**config.mk**
```make
export PLATFORM = sky130hd
export DESIGN_NAME = aal0_pdu_tracker
export DESIGN_NICKNAME = d
export VERILOG_FILES = /design/src/rtl/aal0_term_pkg.sv /design/src/rtl/aal0_chan_ctx.sv /design/src/rtl/aal0_cell_eval.sv /design/src/rtl/aal0_status_slot.sv /design/src/rtl/aal0_pdu_tracker.sv
export SDC_FILE = /design/constraint.sdc
export NUM_CORES = 1
export LEC_CHECK = 0
export BUFFER_PORTS_ARGS = -buffer_cell sky130_fd_sc_hd__buf_4
export CAP_MARGIN = 10
export CELL_PAD_IN_SITES_DETAIL_PLACEMENT = 1
export CELL_PAD_IN_SITES_GLOBAL_PLACEMENT = 2
export CORE_UTILIZATION = 42
export DETAILED_ROUTE_END_ITERATION = 8
export PLACE_DENSITY = 0.77
export RECOVER_POWER = 25
export SLEW_MARGIN = 30
export SYNTH_ARGS = -nofsm -noshare
export SYNTH_HDL_FRONTEND = slang
export SYNTH_HIERARCHICAL = 1
export SYNTH_SLANG_ARGS = --single-unit
```
**constraint.sdc**
```tcl
create_clock -name clk -period 7 [get_ports clk]
set_input_delay 1.4 -clock clk [delete_from_list [all_inputs] [get_ports clk]]
set_output_delay 1.4 -clock clk [all_outputs]
set_load 0.01 [all_outputs]
```
**src/rtl/aal0_term_pkg.sv**
```systemverilog
package aal0_term_pkg;
  localparam int unsigned CELL_PAYLOAD = 48;

  typedef struct packed {
    logic ci;
    logic ci_last;
    logic lp;
    logic len_err;
    logic epd;
  } pdu_flags_t;
endpackage

```
**src/rtl/aal0_chan_ctx.sv**
```systemverilog
module aal0_chan_ctx #(
  parameter int NUM_CH = 8,
  parameter int LEN_W  = 16,
  localparam int CH_W  = (NUM_CH > 1) ? $clog2(NUM_CH) : 1
) (
  input  logic             clk,
  input  logic             rst_n,
  input  logic [CH_W-1:0]  rd_ch,
  output logic [LEN_W-1:0] rd_len,
  output logic             rd_ci,
  output logic             rd_lp,
  output logic             rd_disc,
  input  logic             wr_en,
  input  logic [CH_W-1:0]  wr_ch,
  input  logic [LEN_W-1:0] wr_len,
  input  logic             wr_ci,
  input  logic             wr_lp,
  input  logic             wr_disc
);
  logic [LEN_W-1:0] len_q  [NUM_CH];
  logic             ci_q   [NUM_CH];
  logic             lp_q   [NUM_CH];
  logic             disc_q [NUM_CH];

  for (genvar g = 0; g < NUM_CH; g++) begin : g_ch
    always_ff @(posedge clk) begin
      if (!rst_n) begin
        len_q[g]  <= '0;
        ci_q[g]   <= 1'b0;
        lp_q[g]   <= 1'b0;
        disc_q[g] <= 1'b0;
      end else if (wr_en && (int'(wr_ch) == g)) begin
        len_q[g]  <= wr_len;
        ci_q[g]   <= wr_ci;
        lp_q[g]   <= wr_lp;
        disc_q[g] <= wr_disc;
      end
    end
  end

  always_comb begin
    rd_len  = '0;
    rd_ci   = 1'b0;
    rd_lp   = 1'b0;
    rd_disc = 1'b0;
    for (int i = 0; i < NUM_CH; i++) begin
      if (int'(rd_ch) == i) begin
        rd_len  = len_q[i];
        rd_ci   = ci_q[i];
        rd_lp   = lp_q[i];
        rd_disc = disc_q[i];
      end
    end
  end
endmodule

```
**src/rtl/aal0_cell_eval.sv**
```systemverilog
module aal0_cell_eval
  import aal0_term_pkg::*;
#(
  parameter int LEN_W = 16
) (
  input  logic [LEN_W-1:0] cur_len,
  input  logic             cur_ci,
  input  logic             cur_lp,
  input  logic             cur_disc,
  input  logic             eom,
  input  logic             cong,
  input  logic             clp,
  input  logic [LEN_W-1:0] max_len,
  output logic [LEN_W-1:0] nxt_len,
  output logic             nxt_ci,
  output logic             nxt_lp,
  output logic             nxt_disc,
  output logic             emit,
  output logic [LEN_W-1:0] emit_len,
  output pdu_flags_t       emit_flags
);
  localparam logic [LEN_W:0] STEP = (LEN_W+1)'(CELL_PAYLOAD);

  logic [LEN_W:0] sum;
  logic           over;
  logic           ci_acc, lp_acc;

  assign sum    = {1'b0, cur_len} + STEP;
  assign over   = sum > {1'b0, max_len};
  assign ci_acc = cur_ci | cong;
  assign lp_acc = cur_lp | clp;

  always_comb begin
    nxt_len    = cur_len;
    nxt_ci     = cur_ci;
    nxt_lp     = cur_lp;
    nxt_disc   = cur_disc;
    emit       = 1'b0;
    emit_len   = sum[LEN_W-1:0];
    emit_flags = '{ci: ci_acc, ci_last: cong, lp: lp_acc, len_err: 1'b0, epd: 1'b0};
    if (cur_disc) begin
      if (eom) begin
        nxt_len  = '0;
        nxt_ci   = 1'b0;
        nxt_lp   = 1'b0;
        nxt_disc = 1'b0;
      end
    end else if (eom) begin
      emit    = 1'b1;
      nxt_len = '0;
      nxt_ci  = 1'b0;
      nxt_lp  = 1'b0;
    end else if (over) begin
      emit               = 1'b1;
      emit_flags.len_err = 1'b1;
      emit_flags.epd     = 1'b1;
      nxt_len            = '0;
      nxt_ci             = 1'b0;
      nxt_lp             = 1'b0;
      nxt_disc           = 1'b1;
    end else begin
      nxt_len = sum[LEN_W-1:0];
      nxt_ci  = ci_acc;
      nxt_lp  = lp_acc;
    end
  end
endmodule

```
**src/rtl/aal0_status_slot.sv**
```systemverilog
module aal0_status_slot
  import aal0_term_pkg::*;
#(
  parameter int CH_W  = 3,
  parameter int LEN_W = 16
) (
  input  logic             clk,
  input  logic             rst_n,
  input  logic             load,
  input  logic [CH_W-1:0]  load_ch,
  input  logic [LEN_W-1:0] load_len,
  input  pdu_flags_t       load_flags,
  output logic             can_take,
  output logic             st_valid,
  input  logic             st_ready,
  output logic [CH_W-1:0]  st_ch,
  output logic [LEN_W-1:0] st_len,
  output pdu_flags_t       st_flags
);
  assign can_take = !st_valid || st_ready;

  always_ff @(posedge clk) begin
    if (!rst_n) begin
      st_valid <= 1'b0;
      st_ch    <= '0;
      st_len   <= '0;
      st_flags <= '0;
    end else if (load) begin
      st_valid <= 1'b1;
      st_ch    <= load_ch;
      st_len   <= load_len;
      st_flags <= load_flags;
    end else if (st_ready) begin
      st_valid <= 1'b0;
    end
  end

  // a stalled entry keeps every field
  a_r9_hold: assert property (@(posedge clk) disable iff (!rst_n)
    st_valid && !st_ready |=> st_valid && $stable(st_ch) && $stable(st_len) && $stable(st_flags));
  // nothing loads into an occupied slot
  a_r9_no_overwrite: assert property (@(posedge clk) disable iff (!rst_n)
    st_valid && !st_ready |-> !load);
endmodule

```
**src/rtl/aal0_pdu_tracker.sv**
```systemverilog
module aal0_pdu_tracker
  import aal0_term_pkg::*;
#(
  parameter int NUM_CH = 8,
  parameter int LEN_W  = 16,
  localparam int CH_W  = (NUM_CH > 1) ? $clog2(NUM_CH) : 1
) (
  input  logic             clk,
  input  logic             rst_n,
  input  logic [LEN_W-1:0] max_len,
  input  logic             cell_valid,
  output logic             cell_ready,
  input  logic [CH_W-1:0]  cell_ch,
  input  logic [1:0]       cell_pti,
  input  logic             cell_clp,
  output logic             st_valid,
  input  logic             st_ready,
  output logic [CH_W-1:0]  st_ch,
  output logic [LEN_W-1:0] st_len,
  output logic             st_ci,
  output logic             st_ci_last,
  output logic             st_lp,
  output logic             st_len_err,
  output logic             st_epd
);
  logic             accept;
  logic [LEN_W-1:0] cur_len, nxt_len, emit_len;
  logic             cur_ci, cur_lp, cur_disc;
  logic             nxt_ci, nxt_lp, nxt_disc;
  logic             emit, can_take;
  pdu_flags_t       emit_flags, st_flags;

  assign cell_ready = can_take;
  assign accept     = cell_valid && cell_ready;

  aal0_chan_ctx #(.NUM_CH(NUM_CH), .LEN_W(LEN_W)) u_ctx (
    .clk(clk), .rst_n(rst_n),
    .rd_ch(cell_ch), .rd_len(cur_len), .rd_ci(cur_ci), .rd_lp(cur_lp), .rd_disc(cur_disc),
    .wr_en(accept), .wr_ch(cell_ch), .wr_len(nxt_len), .wr_ci(nxt_ci), .wr_lp(nxt_lp),
    .wr_disc(nxt_disc)
  );

  aal0_cell_eval #(.LEN_W(LEN_W)) u_eval (
    .cur_len(cur_len), .cur_ci(cur_ci), .cur_lp(cur_lp), .cur_disc(cur_disc),
    .eom(cell_pti[0]), .cong(cell_pti[1]), .clp(cell_clp), .max_len(max_len),
    .nxt_len(nxt_len), .nxt_ci(nxt_ci), .nxt_lp(nxt_lp), .nxt_disc(nxt_disc),
    .emit(emit), .emit_len(emit_len), .emit_flags(emit_flags)
  );

  aal0_status_slot #(.CH_W(CH_W), .LEN_W(LEN_W)) u_slot (
    .clk(clk), .rst_n(rst_n),
    .load(accept && emit), .load_ch(cell_ch), .load_len(emit_len), .load_flags(emit_flags),
    .can_take(can_take),
    .st_valid(st_valid), .st_ready(st_ready),
    .st_ch(st_ch), .st_len(st_len), .st_flags(st_flags)
  );

  assign st_ci      = st_flags.ci;
  assign st_ci_last = st_flags.ci_last;
  assign st_lp      = st_flags.lp;
  assign st_len_err = st_flags.len_err;
  assign st_epd     = st_flags.epd;

  // a closing cell on a live channel yields an entry next cycle
  a_r1_close_emits: assert property (@(posedge clk) disable iff (!rst_n)
    accept && cell_pti[0] && !cur_disc |=> st_valid);
  // a cell on a discarding channel yields nothing
  a_r7_drop_silent: assert property (@(posedge clk) disable iff (!rst_n)
    accept && cur_disc |=> !st_valid);
  // the two error flags always travel together
  a_r6_err_pair: assert property (@(posedge clk) disable iff (!rst_n)
    st_valid |-> (st_len_err == st_epd));
  // last-cell congestion is part of the OR
  a_r4_last_in_or: assert property (@(posedge clk) disable iff (!rst_n)
    st_valid && st_ci_last |-> st_ci);
  // reported length is a whole number of cells
  a_r2_len_cells: assert property (@(posedge clk) disable iff (!rst_n)
    st_valid |-> (st_len != '0) && ((st_len % LEN_W'(CELL_PAYLOAD)) == '0));
endmodule

```
==> flow_summary.json, run 1 <==
{
  "grt_max_degree": 39,
  "dr.pass1.iters": 5,
  "clock.fmax_mhz": 162,
  "ir_worst_vdd_mv": 0.177,
  "antenna_found_initial": 0,
  "p_seq_frac": 0.483,
  "syn_inst": 812,
  "antenna_left": 0,
  "area.growth.synth_to_final_pct": 11.0,
  "multi_input_area_um2": 3910,
  "avgSynthCellArea_um2": 11.5,
  "hp-class": "flop to flop",
  "cts_tree": "built",
  "period_needed_ns": 6.17,
  "max_stage_delay_ns": 0.60,
  "drv_slew": 16,
  "rows": 54,
  "endpoint_kind": "flop",
  "p_leak_nw": 3.86,
  "via_count": 6487,
  "rsz0062_at_grt": "no",
  "ys_types": 58,
  "grt_use_total": 0.251,
  "fin_area_um2": 10400,
  "drc": 0,
  "io_buffers": 51,
  "critPathMostFrequentCell": "buf_4",
  "ys.warnings.count": 6,
  "synth_compound_gate_area_share": 0.109,
  "slew_headroom": -0.111,
  "grt_pass1_wl_mm": 41.2,
  "yosys.area_share.adder": 0.0227,
  "die_h_um": 151,
  "ys.flop_type": "edfxtp_1",
  "power_switching_uw": 694,
  "ys_seq_area_frac": 0.537,
  "tns_ns": 0,
  "intPower_mw": 1.82,
  "muxShareOfSynthArea": 0.0694,
  "tightest_slew_ns": 1.65,
  "finalClockSkew_ns": 0.00972,
  "coreArea_um2": 21800,
  "fillers": 2337,
  "grt_pass1_vias": 6964,
  "synth_edf_count": 149,
  "path_clk_slew_ns": 0.07,
  "synthesis.area_um2": 9380,
  "wl_mm": 27.2,
  "die_area_um2": 22900,
  "final_nets": 894,
  "comb_power_share": 0.160,
  "pwr-share-clk": 0.356,
  "crit_type": "input pin to flop",
  "swShare": 0.277,
  "insertion_delay_ns": 0.43,
  "wl_per_cell_um": 23.8,
  "viasPerCell": 5.67,
  "post-cts-setup-buffers": 0,
  "cp_max_fo": 34,
  "hold_ws_ns": 0.523,
  "htree_levels": 4,
  "async_reset_ff_frac": 0,
  "syn_nets": 855,
  "start_kind": "input pin",
  "grt_overflow_total": 0,
  "drive_above_1_share": 0.132,
  "critical_path.slowest_cell": "o21ai_0",
  "status": "finished, violations left",
  "place.gp.congestion": 0.807,
  "die_w_um": 151,
  "num_antenna_cells": 0,
  "crit_buf_inv": 3,
  "p_per_area_nw_per_um2": 241,
  "power_mw": 2.51,
  "setup_violations": 0,
  "period_share": 0.881,
  "dpl.hpwl_mm": 17.7,
  "placed_area_um2": 9990,
  "violations": "max-capacitance violations, max-slew violations",
  "initial_core_util": 0.430,
  "cap_violations": 2,
  "drt_iter0_drc": 382,
  "crit_family": "compound AO/OA/AOI/OAI gates",
  "ios": 52,
  "cp_cell_sequence": "buf_4 > buf_4 > nand2_1 > o21ai_0 > nand3_1 > a21oi_4 > nand4_1 > xnor2_1 > ha_1 > a21oi_1 > o211ai_2 > nor3_1 > a211o_1 > buf_4 > nand3_1 > a31oi_1 > and2_1",
  "clock-sinks": 177,
  "yosys.area_share.xor_xnor": 0.00934,
  "cts_root_buf": "clkbuf_16",
  "clockBufferDepth": 2,
  "ys_ff_latch": 177,
  "fin_cells": 1144,
  "hold_violations": 0,
  "regArea_um2": 5030,
  "arrival_ns": 6.46,
  "hold_buffers": 0,
  "synth_top_family_by_area": "simple AND/OR/NAND/NOR gates",
  "cp.required_ns": 7.29,
  "dp.cells": 1112,
  "synth-simple-area-share": 0.201,
  "numCtsBuffers": 17,
  "post_cts_resized": 0
}
## area by class of cell
class	count	area share
well taps	280	0.0337
inverters	25	0.00901
clock inverters	14	0.0111
multi-input cells	552	0.375
clock buffers	18	0.0412
repair buffers	78	0.0462
flip-flops and latches	177	0.484
## cell families (layout without fill, tap and decap cells)
family          after synthesis  in the layout
simple gates                324            324
flops                       177            177
compound gates              136            136
buf+inv                      83            135
mux                          65             65
fa+ha+maj                    17             17
xor+xnor                     10             10
## worst min-delay path: stages, from the launching register on
cell,delay [ns]
dfxtp_1,0.33
mux2i_1,0.07
nor2b_1,0.10
## power groups by stage
stage,clock (mW),sequential (mW),combinational [mW]
after floorplan,0,1.24,0.271
after global placement,0,1.23,0.398
after detailed placement,0,1.24,0.410
after CTS,0.912,1.21,0.413
after global routing,0.946,1.22,0.436
final,0.895,1.21,0.402
## layer usage
metal | part of all wire | track usage | vias to the layer above
met4 | 0.015 | 0.0715 | 0
met5 | 0 | 0 | -
met1 | 0.45 | 0.337 | 3295
li1 | - | - | 2986
met3 | 0.045 | 0.0334 | 30
met2 | 0.49 | 0.422 | 176
## placed cells by master, fill, tap and decap left out, types with 5 or more instances in the layout
master and count:
clkinv_1 5, clkbuf_16 17, nor2_1 15, dfxtp_1 28, inv_1 24, nor3_1 7, a221oi_1 7, nand4_1 5
clkbuf_1 29, o21ai_0 12, nand2_1 50, buf_4 50, ha_1 17, o211ai_1 5, and2_1 157, or2_0 17
mux2i_1 65, a22oi_1 17, a221oi_2 10, a21oi_1 43, o31a_1 17, edfxtp_1 149, nor2b_1 28, xnor2_1 9
nand3_1 11
## synth_stat cells, drive strengths merged (2+ instances only)
cell type	count	area, µm²
a31oi	4	31.3
and2	157	982
or2	20	125
mux2i	65	651
a22oi	17	128
nand2	50	188
o21ai	16	80.1
o31ai	2	15.0
inv	24	90.1
o31a	17	149
nor2b	30	195
o211ai	6	50.1
a21oi	46	257
dfxtp	28	561
nor3	11	75.1
nor3b	3	22.5
ha	17	213
a221oi	17	211
clkbuf	20	75.1
nand3	12	65.1
nand4	6	43.8
nor2	21	96.3
a41oi	4	35.0
buf	38	312
o32ai	2	17.5
edfxtp	149	4470
xnor2	9	78.8
and3	4	25.0
nand2b	5	31.3
nand3b	2	18.8
## stage by stage
stage / setup WS (ns) / util
final: 0.830 / 0.477
after detailed placement: 0.407 / 0.458
after global routing: 0.478 / 0.477
after global placement: 0.499 / 0.457
after floorplan: 1.50 / -
after CTS: 0.789 / 0.483
## flip-flops by register name (all words and copies together) (netlist names)
name,flops
u_ctx/ci_q,8
u_slot/st_ch,3
u_slot/st_len,16
u_ctx/len_q,128
u_ctx/lp_q,8
u_ctx/disc_q,8
u_slot/st_flags,5
u_slot/st_valid,1
## path summary, 6_finish.rpt
kind	depth (start not counted)	to	slack [ns]	from
worst max-delay path	17	u_ctx/len_q[0][56]	0.83	cell_ch[1]
worst min-delay path	2	u_slot/st_ch[2]	0.52	u_slot/st_ch[2]
worst min register to register	2	u_slot/st_ch[2]	0.52	u_slot/st_ch[2]
worst max register to register	19	u_ctx/len_q[0][56]	2.03	u_ctx/len_q[0][36]
No activity file was read; power rests on OpenSTA's default activity.
==> run 2: changes to the inputs <==
- PLACE_DENSITY: 0.77 -> default
- PLACE_DENSITY_LB_ADDON: default -> 0.1
==> run 2 against run 1 <==
Register-to-register slack improved by 0.03 ns. Clock power fell by 3.2%. Flip-flop and latch count did not move. Critical path type unchanged. Critical path depth rose by 3. Non-clock buffer count rose by 2. The run still ends with max-capacitance violations, max-slew violations left.
==> flow_summary.json, run 2 (synthesis gave the netlist of run 1 again) <==
{
  "pwr-share-clk": 0.349,
  "status": "finished, violations left",
  "arrival_ns": 6.35,
  "swShare": 0.282,
  "area.growth.synth_to_final_pct": 10.9,
  "clockBufferDepth": 2,
  "drc": 0,
  "crit_family": "simple AND/OR/NAND/NOR gates",
  "hold_buffers": 0,
  "crit_path_end": "u_ctx/len_q[0][35]",
  "path_clk_slew_ns": 0.07,
  "ir_worst_vdd_mv": 0.182,
  "cap_violations": 3,
  "htree_levels": 4,
  "largest_registers": "u_ctx/len_q (128), u_slot/st_len (16)",
  "fin_cells": 1147,
  "critical_path.slowest_cell": "nor3b_1",
  "start_kind": "input pin",
  "largest_register_ffs": 128,
  "crit_buf_inv": 5,
  "grt_pass1_vias": 6816,
  "wl_per_cell_um": 23.5,
  "tns_ns": 0,
  "r2r_slack_ns": 2.06,
  "cts_tree": "built",
  "final_nets": 896,
  "drt_iter0_drc": 497,
  "drv_slew": 58,
  "insertion_delay_ns": 0.44,
  "violations": "max-capacitance violations, max-slew violations",
  "min_from": "u_slot/st_flags[0]",
  "cp.required_ns": 7.30,
  "rr_endpoint": "u_ctx/len_q[0][35]",
  "r2r_start": "u_ctx/len_q[0][36]",
  "intPower_mw": 1.78,
  "power_switching_uw": 700,
  "die_area_um2": 22900,
  "via_count": 6504,
  "antenna_left": 0,
  "layout_commonest_cell": "and2_1",
  "grt_pass1_wl_mm": 41.0,
  "crit_type": "input pin to flop",
  "numCtsBuffers": 17,
  "p_leak_nw": 3.87,
  "fillers": 2351,
  "rows": 54,
  "registers.top_by_ff_count": "u_ctx/len_q",
  "coreArea_um2": 21800,
  "endpoint_kind": "flop",
  "cp.depth": 20,
  "comb_power_share": 0.162,
  "viasPerCell": 5.67,
  "cts_root_buf": "clkbuf_16",
  "crit_start": "cell_ch[1]",
  "reg2reg_depth": 19,
  "period_share": 0.864,
  "post-cts-setup-buffers": 0,
  "setup_violations": 0,
  "antenna_found_initial": 0,
  "clock-sinks": 177,
  "initial_core_util": 0.430,
  "dp.cells": 1114,
  "hold_violations": 0,
  "rsz0062_at_grt": "no",
  "slew_headroom": -0.0743,
  "tightest_slew_ns": 1.61,
  "p_seq_frac": 0.489,
  "ios": 52,
  "period_needed_ns": 6.05,
  "p_per_area_nw_per_um2": 239,
  "die_h_um": 151,
  "grt_overflow_total": 0,
  "critPathMostFrequentCell": "buf_4",
  "cp_cell_sequence": "buf_4 > buf_4 > and2_1 > buf_4 > o31a_1 > inv_1 > ha_1 > nand3b_2 > nor2_4 > nand2_1 > xnor2_1 > ha_1 > nand3_2 > nor3_1 > and3_1 > a211o_1 > buf_4 > a21oi_4 > nor3b_1 > and2_1",
  "post_cts_resized": 0,
  "wl_mm": 27.0,
  "dpl.hpwl_mm": 18.1,
  "drive_above_1_share": 0.135,
  "grt_max_degree": 39,
  "grt_use_total": 0.251,
  "final_cell_mix": "156 x and2_1, 149 x edfxtp_1, 65 x mux2i_1",
  "hold_ws_ns": 0.525,
  "finalClockSkew_ns": 0.0161,
  "max_stage_delay_ns": 0.76,
  "place.gp.congestion": 0.794,
  "dr.pass1.iters": 4,
  "hp-class": "flop to flop",
  "cp_max_fo": 21,
  "io_buffers": 51,
  "die_w_um": 151,
  "clock.fmax_mhz": 165
}
==> run 2: area by class of cell <==
| type | count | area (µm²) | share of cell area |
|---|---|---|---|
| Sequential cell | 177 | 5030 | 0.484 |
| Inverter | 25 | 93.8 | 0.00903 |
| Clock buffer | 18 | 429 | 0.0413 |
| Timing Repair Buffer | 80 | 495 | 0.0477 |
| Clock inverter | 14 | 93.8 | 0.00903 |
| Multi-Input combinational cell | 552 | 3900 | 0.375 |
| Tap cell | 280 | 350 | 0.0337 |
| Antenna cell | 1 | 2.50 | 0.000241 |
==> run 2: routing by layer <==
layer	wire (µm)	share of wire	GRT usage	vias to the layer above
met5	0	0	0	-
met4	551	0.020	0.0930	0
met3	967	0.036	0.0319	41
met2	13000	0.48	0.413	171
met1	12400	0.46	0.337	3312
li1	-	-	-	2980
==> run 2: worst min-delay path by stage <==
stage                    endpoint  slack, ns  depth (start not counted)
2_1_floorplan    u_ctx/ci_q[1][0]       0.48                          2
3_3_place_gp      u_slot/st_ch[1]       0.50                          2
3_5_place_dp   u_slot/st_flags[0]       0.51                          2
4_1_cts        u_slot/st_flags[0]       0.53                          2
5_1_grt        u_slot/st_flags[0]       0.54                          2
6_report       u_slot/st_flags[0]       0.52                          2
==> run 2: power by group through the flow <==
stage                     Sequential, mW  Clock, mW  Combinational [mW]
after floorplan                     1.24          0               0.271
after global placement              1.23          0               0.399
after detailed placement            1.24          0               0.412
after CTS                           1.21      0.880               0.414
after global routing                1.22      0.916               0.435
final                               1.21      0.866               0.401
==> run 2: tightest hold or removal path, delay by kind of cell (launching register included) <==
kind             cells  cell delay (ns)
multiplexers         1             0.07
flip-flops           1             0.33
AND/OR/NAND/NOR      1             0.09
==> run 2: per-stage QoR <==
stage	instance area, µm²	power (mW)	util	setup WS (ns)
2_1_floorplan	9380	1.51	-	1.50
3_3_place_gp	9980	1.63	0.457	0.576
3_5_place_dp	10000	1.65	0.458	0.452
4_1_cts	10500	2.51	0.482	0.898
5_1_grt	10400	2.57	0.476	0.526
6_report	10400	2.48	0.476	0.954
==> run 3: changes to the inputs <==
- CORE_MARGIN: default -> 3
==> run 3 against run 2 <==
The run still ends with max-capacitance violations, max-slew violations left. Design area up 1.2%. Cell count unchanged. Global-route usage down 1.7 points. Clock skew down 0.0050 ns. Via count down 0.68%. Critical path type unchanged. Critical endpoint is now u_ctx/len_q[0][48]. Largest cell class unchanged.
==> flow_summary.json, run 3 (synthesis gave the netlist of run 1 again) <==
{
  "initial_core_util": 0.428,
  "rsz0062_at_grt": "no",
  "drt_iter0_drc": 419,
  "final_cell_mix": "157 x and2_1, 149 x edfxtp_1, 65 x mux2i_1",
  "crit_type": "input pin to flop",
  "numCtsBuffers": 17,
  "clock.fmax_mhz": 158,
  "cts_root_buf": "clkbuf_16",
  "grt_pass1_wl_mm": 42.4,
  "ios": 52,
  "tightest_slew_ns": 1.87,
  "crit_family": "compound AO/OA/AOI/OAI gates",
  "cts_tree": "built",
  "insertion_delay_ns": 0.43,
  "crit_buf_inv": 2,
  "clockBufferDepth": 2,
  "cp_cell_sequence": "buf_4 > clkbuf_1 > mux2i_1 > or2_0 > a21oi_1 > o31a_1 > ha_1 > a21oi_2 > o21ai_1 > a2111oi_2 > a211o_1 > a21oi_4 > nor3_1 > and2_1",
  "hold_buffers": 0,
  "p_leak_nw": 3.92,
  "area.growth.synth_to_final_pct": 12.2,
  "period_needed_ns": 6.34,
  "dpl.hpwl_mm": 18.1,
  "grt_use_total": 0.234,
  "slew_headroom": -0.258,
  "hold_violations": 0,
  "drc": 0,
  "io_buffers": 51,
  "clock-sinks": 177,
  "gr-usage-met2": 0.385,
  "power_mw": 2.57,
  "dr.pass1.iters": 5,
  "path_clk_slew_ns": 0.07,
  "die_h_um": 155,
  "die_w_um": 155,
  "via_count": 6460,
  "htree_levels": 4,
  "cap_violations": 3,
  "grt_pass1_vias": 7034,
  "period_share": 0.905,
  "critical_path.slowest_cell": "clkbuf_1",
  "finalClockSkew_ns": 0.0111,
  "endpoint_kind": "flop",
  "die_area_um2": 24200,
  "largest_registers": "u_ctx/len_q (128), u_slot/st_len (16)",
  "viasPerCell": 5.63,
  "max_stage_delay_ns": 1.13,
  "ir_worst_vdd_mv": 0.153,
  "coreArea_um2": 21900,
  "antenna_found_initial": 0,
  "start_kind": "input pin",
  "layout_commonest_cell": "and2_1",
  "busiest_layer": "met2",
  "cp_max_fo": 25,
  "violations": "max-capacitance violations, max-slew violations",
  "grt_overflow_total": 0,
  "final_nets": 897,
  "p_per_area_nw_per_um2": 244,
  "registers.top_by_ff_count": "u_ctx/len_q",
  "largest_register_ffs": 128,
  "grt_use_met1": 0.329,
  "post_cts_resized": 0,
  "arrival_ns": 6.62,
  "hp-class": "flop to flop",
  "grt_max_degree": 39,
  "num_antenna_cells": 0,
  "wl_per_cell_um": 24.0,
  "status": "finished, violations left",
  "antenna_left": 0,
  "drive_above_1_share": 0.140,
  "post-cts-setup-buffers": 0,
  "wl_mm": 27.5,
  "met3_usage": 0.0356,
  "cp.required_ns": 7.29,
  "setup_violations": 0,
  "tns_ns": 0,
  "drv_slew": 29,
  "rows": 54,
  "place.gp.congestion": 0.821
}
-- run 3: cell type report --
| class | count | area [µm²] |
|---|---|---|
| clock buffers | 24 | 524 |
| clock inverters | 8 | 65.1 |
| fillers | 2399 | 11400 |
| inverters | 25 | 93.8 |
| multi-input cells | 552 | 3940 |
| flip-flops and latches | 177 | 5030 |
| well taps | 280 | 350 |
| repair buffers | 81 | 512 |
-- run 3: tightest hold or removal path, stage by stage (launching register included) --
cell and delay, ns:
dfxtp_1 0.33, mux2i_1 0.07, nor2b_1 0.09
-- run 3: path summary, 6_finish.rpt --
path | startpoint | end | slack (ns) | cells after the start
min | u_slot/st_len[10] | u_slot/st_len[10] | 0.52 | 2
max reg2reg | u_ctx/len_q[0][37] | u_ctx/len_q[0][48] | 2.04 | 18
max | cell_ch[1] | u_ctx/len_q[0][48] | 0.66 | 14
min reg2reg | u_slot/st_len[10] | u_slot/st_len[10] | 0.52 | 2
-- run 3: through the flow --
stage	utilization	setup slack (ns)	std cells	hold slack, ns	area (µm²)
6_report	0.481	0.665	1147	0.521	10500
2_1_floorplan	-	1.50	812	0.482	9380
4_1_cts	0.485	0.747	1146	0.530	10600
5_1_grt	0.481	0.341	1147	0.547	10500
3_5_place_dp	0.458	0.436	1114	0.510	10000
3_3_place_gp	0.457	0.588	1114	0.495	10000
-- run 3: power breakdown --
| part | internal (mW) | total (mW) | switching (mW) | leakage (nW) |
|---|---|---|---|---|
| combinational | 0.139 | 0.408 | 0.269 | 1.85 |
| sequential | 1.19 | 1.21 | 0.0197 | 1.78 |
| clock | 0.532 | 0.947 | 0.415 | 0.293 |
| total | 1.86 | 2.57 | 0.704 | 3.92 |
-- run 3: per-layer routing --
metal / up-vias / wire length, µm
met5: - / 0
met4: 0 / 218
met3: 17 / 1170
met2: 163 / 13300
met1: 3297 / 12800
li1: 2983 / -
